### config.mk
export PLATFORM = sky130hd
export DESIGN_NAME = ptmr_top
export DESIGN_NICKNAME = d
export VERILOG_FILES = /design/src/rtl/ptmr_pkg.sv /design/src/rtl/ptmr_prescaler.sv /design/src/rtl/ptmr_counter.sv /design/src/rtl/ptmr_regs.sv /design/src/rtl/ptmr_top.sv
export SDC_FILE = /design/constraint.sdc
export NUM_CORES = 1
export LEC_CHECK = 0
export CORE_ASPECT_RATIO = 0.6
export CORE_MARGIN = 8
export CORE_UTILIZATION = 40
export DETAILED_ROUTE_END_ITERATION = 8
export DONT_BUFFER_PORTS = 1
export PLACE_DENSITY = 0.54
export SLEW_MARGIN = 20
export SYNTH_ARGS = -nofsm -noshare
export SYNTH_HDL_FRONTEND = slang
export SYNTH_SLANG_ARGS = --single-unit
### constraint.sdc
create_clock -name clk -period 2.49 [get_ports clk]
set_clock_uncertainty 0.1 [all_clocks]
set_input_delay 0.6225 -clock clk [delete_from_list [all_inputs] [get_ports clk]]
set_output_delay 0.6225 -clock clk [all_outputs]
set_load 0.02 [all_outputs]
### src/rtl/ptmr_pkg.sv
package ptmr_pkg;
  localparam int unsigned ADDR_W  = 2;
  localparam int unsigned DATA_W  = 16;
  localparam int unsigned CODE_W  = 3;
  localparam int unsigned MAX_LOG = 5;

  localparam logic [ADDR_W-1:0] A_DIV    = 2'd0;
  localparam logic [ADDR_W-1:0] A_PRESET = 2'd1;
  localparam logic [ADDR_W-1:0] A_CTRL   = 2'd2;

  localparam int unsigned B_RESTART = 0;
  localparam int unsigned B_TC      = 1;
  localparam int unsigned B_IE      = 2;

  typedef struct packed {
    logic ie;
    logic tc;
    logic restart;
  } ctrl_t;
endpackage

### src/rtl/ptmr_prescaler.sv
module ptmr_prescaler #(
  parameter int unsigned CODE_W  = 3,
  parameter int unsigned MAX_LOG = 5
) (
  input  logic              clk,
  input  logic              rst_n,
  input  logic              ref_tick,
  input  logic              code_wr,
  input  logic [CODE_W-1:0] code_in,
  output logic [CODE_W-1:0] code_q,
  output logic              base_tick
);
  localparam int unsigned PH_W = (MAX_LOG > 0) ? MAX_LOG : 1;

  logic [PH_W-1:0] phase_q;
  logic [PH_W-1:0] mask;
  logic            code_ok;
  logic            at_end;

  // Build the phase mask from the exponent: bit i set when code > i.
  generate
    for (genvar i = 0; i < PH_W; i++) begin : g_mask
      assign mask[i] = (code_q > CODE_W'(i));
    end
  endgenerate

  assign code_ok   = (code_in <= CODE_W'(MAX_LOG));
  assign at_end    = (phase_q == mask);
  assign base_tick = ref_tick && at_end;

  always_ff @(posedge clk or negedge rst_n) begin
    if (!rst_n) begin
      code_q  <= '0;
      phase_q <= '0;
    end else begin
      if (ref_tick) begin
        phase_q <= at_end ? '0 : phase_q + 1'b1;
      end
      if (code_wr && code_ok) begin
        code_q  <= code_in;
        phase_q <= '0;
      end
    end
  end
endmodule

### src/rtl/ptmr_counter.sv
module ptmr_counter #(
  parameter int unsigned CNT_W = 16
) (
  input  logic             clk,
  input  logic             rst_n,
  input  logic             base_tick,
  input  logic             restart_pend,
  input  logic [CNT_W-1:0] preset,
  output logic [CNT_W-1:0] count_q,
  output logic             wrap_tick,
  output logic             restart_take
);
  logic at_zero;

  assign at_zero      = (count_q == '0);
  assign restart_take = base_tick && restart_pend;
  assign wrap_tick    = base_tick && !restart_pend && at_zero;

  always_ff @(posedge clk or negedge rst_n) begin
    if (!rst_n) begin
      count_q <= '1;
    end else if (base_tick) begin
      if (restart_pend || at_zero) count_q <= preset;
      else                         count_q <= count_q - 1'b1;
    end
  end
endmodule

### src/rtl/ptmr_regs.sv
module ptmr_regs
  import ptmr_pkg::*;
#(
  parameter int unsigned CNT_W = 16
) (
  input  logic              clk,
  input  logic              rst_n,
  input  logic              wr_en,
  input  logic              rd_en,
  input  logic [ADDR_W-1:0] addr,
  input  logic [DATA_W-1:0] wdata,
  output logic [DATA_W-1:0] rdata,
  input  logic [CODE_W-1:0] code_q,
  input  logic              wrap_tick,
  input  logic              restart_take,
  output logic              code_wr,
  output logic [CODE_W-1:0] code_in,
  output logic [CNT_W-1:0]  preset_q,
  output ctrl_t             ctrl_q,
  output logic              irq
);
  logic wr_preset, wr_ctrl, rd_ctrl;

  assign code_wr   = wr_en && (addr == A_DIV);
  assign code_in   = wdata[CODE_W-1:0];
  assign wr_preset = wr_en && (addr == A_PRESET);
  assign wr_ctrl   = wr_en && (addr == A_CTRL);
  assign rd_ctrl   = rd_en && (addr == A_CTRL);
  assign irq       = ctrl_q.tc && ctrl_q.ie;

  always_ff @(posedge clk or negedge rst_n) begin
    if (!rst_n) begin
      preset_q <= '1;
      ctrl_q   <= '0;
    end else begin
      if (wr_preset) preset_q <= wdata[CNT_W-1:0];
      // restart: consumed by a base tick, re-armed only by writing a 1
      if (restart_take)                 ctrl_q.restart <= 1'b0;
      if (wr_ctrl && wdata[B_RESTART])  ctrl_q.restart <= 1'b1;
      if (wr_ctrl)                      ctrl_q.ie      <= wdata[B_IE];
      // terminal count: read clears, a new wrap wins
      if (rd_ctrl)   ctrl_q.tc <= 1'b0;
      if (wrap_tick) ctrl_q.tc <= 1'b1;
    end
  end

  always_comb begin
    rdata = '0;
    if (rd_en) begin
      unique case (addr)
        A_DIV:    rdata = DATA_W'(code_q);
        A_PRESET: rdata = DATA_W'(preset_q);
        A_CTRL:   rdata = DATA_W'(ctrl_q);
        default:  rdata = '0;
      endcase
    end
  end
endmodule

### src/rtl/ptmr_top.sv
module ptmr_top
  import ptmr_pkg::*;
#(
  parameter int unsigned CNT_W = 16
) (
  input  logic              clk,
  input  logic              rst_n,
  input  logic              ref_tick,
  input  logic              wr_en,
  input  logic              rd_en,
  input  logic [ADDR_W-1:0] addr,
  input  logic [DATA_W-1:0] wdata,
  output logic [DATA_W-1:0] rdata,
  output logic              base_tick,
  output logic              wrap_tick,
  output logic              irq
);
  logic              code_wr;
  logic [CODE_W-1:0] code_in;
  logic [CODE_W-1:0] code_q;
  logic [CNT_W-1:0]  preset_q;
  logic [CNT_W-1:0]  count_q;
  ctrl_t             ctrl_q;
  logic              restart_take;

  ptmr_prescaler #(.CODE_W(CODE_W), .MAX_LOG(MAX_LOG)) u_pre (
    .clk(clk), .rst_n(rst_n), .ref_tick(ref_tick),
    .code_wr(code_wr), .code_in(code_in),
    .code_q(code_q), .base_tick(base_tick)
  );

  ptmr_counter #(.CNT_W(CNT_W)) u_cnt (
    .clk(clk), .rst_n(rst_n), .base_tick(base_tick),
    .restart_pend(ctrl_q.restart), .preset(preset_q),
    .count_q(count_q), .wrap_tick(wrap_tick), .restart_take(restart_take)
  );

  ptmr_regs #(.CNT_W(CNT_W)) u_regs (
    .clk(clk), .rst_n(rst_n), .wr_en(wr_en), .rd_en(rd_en),
    .addr(addr), .wdata(wdata), .rdata(rdata),
    .code_q(code_q), .wrap_tick(wrap_tick), .restart_take(restart_take),
    .code_wr(code_wr), .code_in(code_in),
    .preset_q(preset_q), .ctrl_q(ctrl_q), .irq(irq)
  );
endmodule

==> metrics, run 1 <==
DR WL/cell=18.5 µm; GRT Max-Usage Layer=met1; Inst Count DP=339; max_cap viols=0; I/O pin count=42; DR vias=1971; Ant. Diodes=0; synth unique cells=47; warnings from Yosys=0; core area=0.00614 mm²; Syn Inst Count=252; Most used DFF post-synth=dfstp_2; CTS root buffer=clkbuf_8; critical path type=reg -> out; Slew Limit Fails=0; Sink Count=43; Nets=298; Area Overhead vs Synth=16.9%; CTS tree=done; Max Root-Sink Buffers=2; pre-CTS WS=0.157 ns; gr usage total=0.143; via density per instance=5.52; Setup crit start=u_pre.phase_q[2]$_DFFE_PN0P_; status=finished, violations left; total power=a little under 3 mW; Final Wtd Congestion=0.829; startpoint types=flop; Post-synth EDFFs=0; Worst-path clk slew=0.09 ns; non-filler cells, final=357; Die H=77.8 µm; first-pass GRT wire length=10500 µm; RR Startpoint=u_cnt.count_q[0]$_DFFE_PN1N_; worst-margin pin slew=0.604 ns; # rows=22; initial core utilization=0.414; hold crit path type=in -> async; sequential element share of the synthesized area=0.439; CP max FO=4; FF+latch count, synth=43; met3 usage=0.0571; antenna violations before repair=0; DRC viols=0; fmax=387 MHz; highest ir drop seen on vdd=roughly 0.00036 V; PwrDens=~1000 mW/mm²; final setup margin=-0.0960 ns; total grt overflow=0; die area=between 0.009 and 0.01 mm²; vias in the first global route=1860; CTS buffer count=5; final hold viol count=0; Skew-Pair Late Insertion Delay=0.31 ns; DRT iter0 DRCs=147; Post-Route WL=6590 µm; Tcrit/Tclk final=1.04; M2 GR Usage=0.167; failing checks=setup timing; FF-to-FF path depth=6; Fin Hold WS=0.0491 ns; Routed Antenna Nets=0; CP Capture Type=output pin; Mapped Nets=278; Async SR Flop Fraction=1.00; CP max stage delay=0.56 ns; layout cells sized above 1=0.381; Initial DRT Pass Iterations=6; Worst Path Required=~1.8 ns; Crit-path slowest cell=or4_4; Synth Cell Area=approximately 0.0025 mm²; crit-path cells=or4_4, nor2_4, o221ai_4, nor3_2, buf_4; Setup violations, final=2; hpwl dp=4650 µm; CP Data Arrival Time=1.86 ns; largest net degree at the start of global routing=34; grt met1 use=0.221; Leak=1.22 nW; Avg Cell Area, Syn=10.1 µm²; chip width=119 µm; minimum clock period=2.59 ns; CTS H-Tree Depth=2; fill cell count=554; # port buffers=0; RSZ-0062 raised after global routing=true; Max transition margin=0.594
==> registers in the layout, summed over array words and instances (netlist names) <==
register         count
u_pre.code_q         3
u_pre.phase_q        5
u_cnt.count_q       16
u_regs.ctrl_q        3
u_regs.preset_q     16
==> synth_stat cells (all sizes together), types with 3 or more instances <==
library cell	instances	area share
dfstp	32	0.33
nand2	26	0.038
mux2	20	0.089
a21oi	15	0.030
mux2i	15	0.059
and3	13	0.032
inv	12	0.018
dfrtp	11	0.11
a2bb2oi	10	0.034
nand3	9	0.018
nor2	9	0.015
o21ai	9	0.018
buf	8	0.023
and2	5	0.012
nor2b	5	0.012
nor3	5	0.012
o22ai	5	0.012
clkbuf	4	0.0059
or3	4	0.0098
ha	3	0.015
nor4	3	0.0074
or4	3	0.010
==> cell usage in the layout (no fill, tap or decap), drive strengths merged, types with 3 or more instances in the layout <==
cell type and n:
a21oi 15, a2bb2oi 10, and2 5, and3 13, buf 24, clkbuf 5
dfrtp 11, dfstp 32, ha 3, inv 14, mux2 20, mux2i 15
nand2 26, nand3 9, nor2 9, nor2b 5, nor3 5, nor4 3
o21ai 9, o22ai 5, or3 4, or4 3
==> per-layer routing <==
metal	vias to the layer above	share of wire
met5	-	0
met4	0	0.0082
met3	4	0.085
met2	58	0.37
met1	956	0.53
li1	953	-
==> critical path: cells and delay by family (launching register included) <==
| family | cells | cell delay (ns) |
|---|---|---|
| flip-flops | 1 | 0.42 |
| AND/OR/NAND/NOR | 3 | 0.82 |
| AO/OA/AOI/OAI | 1 | 0.16 |
| buffers and inverters | 1 | 0.17 |
==> where the power goes <==
| group | internal [mW] | total, mW | switching, mW |
|---|---|---|---|
| clock | 0.202 | 0.476 | 0.274 |
| combinational | 0.578 | 1.12 | 0.541 |
| sequential | 1.07 | 1.37 | 0.300 |
| total | 1.85 | 2.96 | 1.12 |
==> final timing paths <==
| check | slack (ns) | end |
|---|---|---|
| setup / recovery | -0.1 | wrap_tick |
| hold / removal | 0.05 | u_regs.preset_q[4]$_DFFE_PN1P_ |
| setup reg to reg | 0.23 | u_cnt.count_q[8]$_DFFE_PN1N_ |
| hold reg to reg | 0.40 | u_cnt.count_q[1]$_DFFE_PN1N_ |
| max in group asynchronous | 1.23 | u_pre.phase_q[4]$_DFFE_PN0P_ |
| min in group clk | 0.36 | u_regs.preset_q[13]$_DFFE_PN1P_ |
==> final cells by class <==
type	instances	area [µm²]	share of cell area
Inverter	12	45.0	0.0151
Clock inverter	3	22.5	0.00757
Multi-Input combinational cell	185	1410	0.474
Timing Repair Buffer	25	206	0.0694
Tap cell	84	105	0.0353
Sequential cell	43	1120	0.376
Clock buffer	5	68.8	0.0231
==> cells by family after synthesis <==
family | share of synthesized area
AND/OR/NAND/NOR | 0.212
AO/OA/AOI/OAI | 0.131
flip-flops | 0.439
multiplexers | 0.148
buffers and inverters | 0.0462
XOR/XNOR | 0.0103
adder cells (fa/ha/maj) | 0.0148
==> timing repair <==
action	4_1_cts	5_1_grt
hold buffers	1	0
gates resized for setup	7	10
endpoints found under the hold margin	11	0
setup endpoints to repair	2	2
setup buffers	5	4
pin swaps	4	6
==> per-stage QoR <==
stage	util	instance area, µm²	setup TNS [ns]
floorplan	-	2550	0
global placement	0.443	2720	0
detailed placement	0.443	2720	0
CTS	0.472	2900	-0.195
global route	0.485	2970	-0.258
finish	0.485	2970	-0.130
Power figures use the tool's default switching activity.
==> run 2: changes to the inputs <==
--- a/config.mk
+++ b/config.mk
@@ -11,6 +11,7 @@
 export DETAILED_ROUTE_END_ITERATION = 8
 export DONT_BUFFER_PORTS = 1
 export PLACE_DENSITY = 0.54
+export SETUP_SLACK_MARGIN = 0.4
 export SLEW_MARGIN = 20
 export SYNTH_ARGS = -nofsm -noshare
 export SYNTH_HDL_FRONTEND = slang
==> run 2 against run 1 <==
Against the previous run: setup slack worse by 0.041 ns; fmax is 1.5% lower; largest power group is now combinational logic; critical path depth fell by 1; critical endpoint unchanged; cell count grew 3.1%; die area stayed put; wire length up 11%; via count rose by 6.6%; the run still ends with setup timing left; register-to-register slack better by 0.08 ns.
==> metrics, run 2 (synthesis gave the netlist of run 1 again) <==
status=finished, violations left (unchanged); failing checks=setup timing (unchanged); net switching power=1.25 mW (was 1.12 mW); clock power share=0.156 (was 0.161); vias in the first global route=1973 (was 1860); Max Root-Sink Buffers=2 (unchanged); Fin Hold WS=0.0581 ns (was 0.0491 ns); Max transition margin=0.575 (was 0.594); CP max stage delay=0.56 ns (about the same); switching part of the total=0.370 (was 0.377); hpwl dp=4920 µm (was 4650 µm); initial core utilization=0.414 (unchanged); Area Overhead vs Synth=28.3% (was 16.9%); highest ir drop seen on vdd=0.000391 V (was 0.000355 V); worst-margin pin slew=0.634 ns (was 0.604 ns); CP Capture Type=output pin (unchanged); Ant. Diodes=0 (unchanged); critical path type=reg -> out (unchanged); Tcrit/Tclk final=1.05 (was 1.04); CTS root buffer=clkbuf_8 (unchanged); Setup violations, final=2 (unchanged); antenna violations before repair=0 (unchanged); layout cells sized above 1=0.525 (was 0.381); non-filler cells, final=368 (was 357); Pint=2.13 mW (was 1.85 mW); Initial DRT Pass Iterations=4 (was 6); Worst Path Required=1.77 ns (about the same); Final Wtd Congestion=0.825 (was 0.829); minimum clock period=2.63 ns (was 2.59 ns); # rows=22 (unchanged); Die H=77.8 µm (unchanged); final setup margin=-0.137 ns (was -0.0960 ns); crit-path cells=or4_4, nor2_4, o221ai_4, nor3_4 (was or4_4, nor2_4, o221ai_4, nor3_2, buf_4); CTS H-Tree Depth=2 (unchanged); first-pass GRT wire length=11100 µm (was 10500 µm); Regs by FF count=u_cnt.count_q: 16 flops, u_regs.preset_q: 16 flops, u_pre.phase_q: 5 flops (unchanged); gr usage total=0.150 (was 0.143); total power=3.38 mW (was 2.96 mW); DR vias=2102 (was 1971); # port buffers=0 (unchanged); Routed Antenna Nets=0 (unchanged); power share of the combinational group=0.429 (was 0.378); sum of negative setup slack=-0.216 ns (was -0.130 ns); CP max FO=3 (was 4); fmax=381 MHz (was 387 MHz); Nets=309 (was 298); total grt overflow=0 (unchanged); Sink Count=43 (unchanged); DR WL/cell=19.8 µm (was 18.5 µm); Flop pwr share=0.415 (was 0.462); Skew-Pair Late Insertion Delay=0.30 ns (was 0.31 ns); DRC viols=0 (unchanged); most frequent cells in the layout=32 x dfstp_2, 27 x buf_4, 26 x nand2_1, 20 x mux2_2, 15 x mux2i_1 (was 32 x dfstp_2, 26 x nand2_1, 22 x buf_4, 20 x mux2_2, 15 x mux2i_1); PwrDens=1040 mW/mm² (was 996 mW/mm²); Slew Limit Fails=0 (unchanged); CTS buffer count=5 (unchanged); final hold viol count=0 (unchanged); most common cell after layout, fill and taps aside=dfstp_2 (unchanged); Inst Count DP=339 (unchanged); RSZ-0062 raised after global routing=true (unchanged); Leak=1.31 nW (was 1.22 nW); startpoint types=flop (unchanged); largest net degree at the start of global routing=34 (unchanged); Post-Route WL=7300 µm (was 6590 µm); max_cap viols=0 (unchanged); chip width=119 µm (unchanged); CTS tree=done (unchanged); DRT iter0 DRCs=142 (was 147); Crit-path slowest cell=or4_4 (unchanged); I/O pin count=42 (unchanged); hold crit path type=in -> async (unchanged); die area=0.00925 mm² (unchanged); via density per instance=5.71 (was 5.52); core area=0.00614 mm² (unchanged); CP Data Arrival Time=1.90 ns (was 1.86 ns); Worst-path clk slew=0.09 ns (about the same)
==> run 2: power by group through the flow <==
stage / clock (mW) / combinational [mW] / sequential [mW]
2_1_floorplan: 0 / 0.793 / 1.28
3_3_place_gp: 0 / 1.00 / 1.37
3_5_place_dp: 0 / 1.01 / 1.37
4_1_cts: 0.548 / 1.10 / 1.37
5_1_grt: 0.567 / 1.57 / 1.44
6_report: 0.527 / 1.45 / 1.40
==> run 2: repair_timing <==
action,CTS,global route
pin swaps,7,13
endpoints found under the hold margin,11,0
buffers inserted,8,11
hold buffers,1,0
endpoints found under the setup margin,29,24
gates cloned,0,1
gates resized for setup,12,36
==> run 2: worst max-delay path: cells and delay by family, from the launching register on <==
kind,cells,cell delay (ns)
and+or+nand+nor,3,1.05
DFF,1,0.42
AOI/OAI and AO/OA,1,0.13
==> run 2: per-stage QoR <==
stage / util / cell area (µm²) / setup slack (ns)
floorplan: - / 2660 / 0.258
global placement: 0.456 / 2800 / 0.165
detailed placement: 0.456 / 2800 / 0.120
CTS: 0.489 / 3000 / -0.122
global route: 0.532 / 3260 / -0.185
finish: 0.532 / 3260 / -0.137
==> run 2: area by class of cell <==
cell class	instances	area [µm²]
Fill cell	534	2880
Multi-Input combinational cell	185	1540
Sequential cell	43	1120
Timing Repair Buffer	36	333
Tap cell	84	105
Clock buffer	6	93.8
Inverter	12	50.0
Clock inverter	2	17.5
==> run 2: worst paths after layout <==
path	slack (ns)	start	endpoint	cells past startpoint
min in group clk	0.37	wdata[2]	u_regs.ctrl_q[2]$_DFFE_PN0P_	1
worst min register to register	0.42	u_cnt.count_q[1]$_DFFE_PN1N_	u_cnt.count_q[1]$_DFFE_PN1N_	2
max in group asynchronous	1.20	rst_n	u_regs.ctrl_q[0]$_DFFE_PN0P_	1
worst max-delay path	-0.14	u_pre.phase_q[2]$_DFFE_PN0P_	wrap_tick	4
worst min-delay path	0.06	rst_n	u_regs.preset_q[4]$_DFFE_PN1P_	0
worst max register to register	0.31	u_pre.phase_q[2]$_DFFE_PN0P_	u_cnt.count_q[4]$_DFFE_PN1N_	7
==> run 2: per-layer routing <==
| layer | part of all wire | wire, µm | global-route usage |
|---|---|---|---|
| met4 | 0.0049 | 36 | 0.0301 |
| met2 | 0.39 | 2840 | 0.190 |
| met1 | 0.54 | 3930 | 0.234 |
| met3 | 0.067 | 488 | 0.0499 |
| met5 | 0 | 0 | 0 |
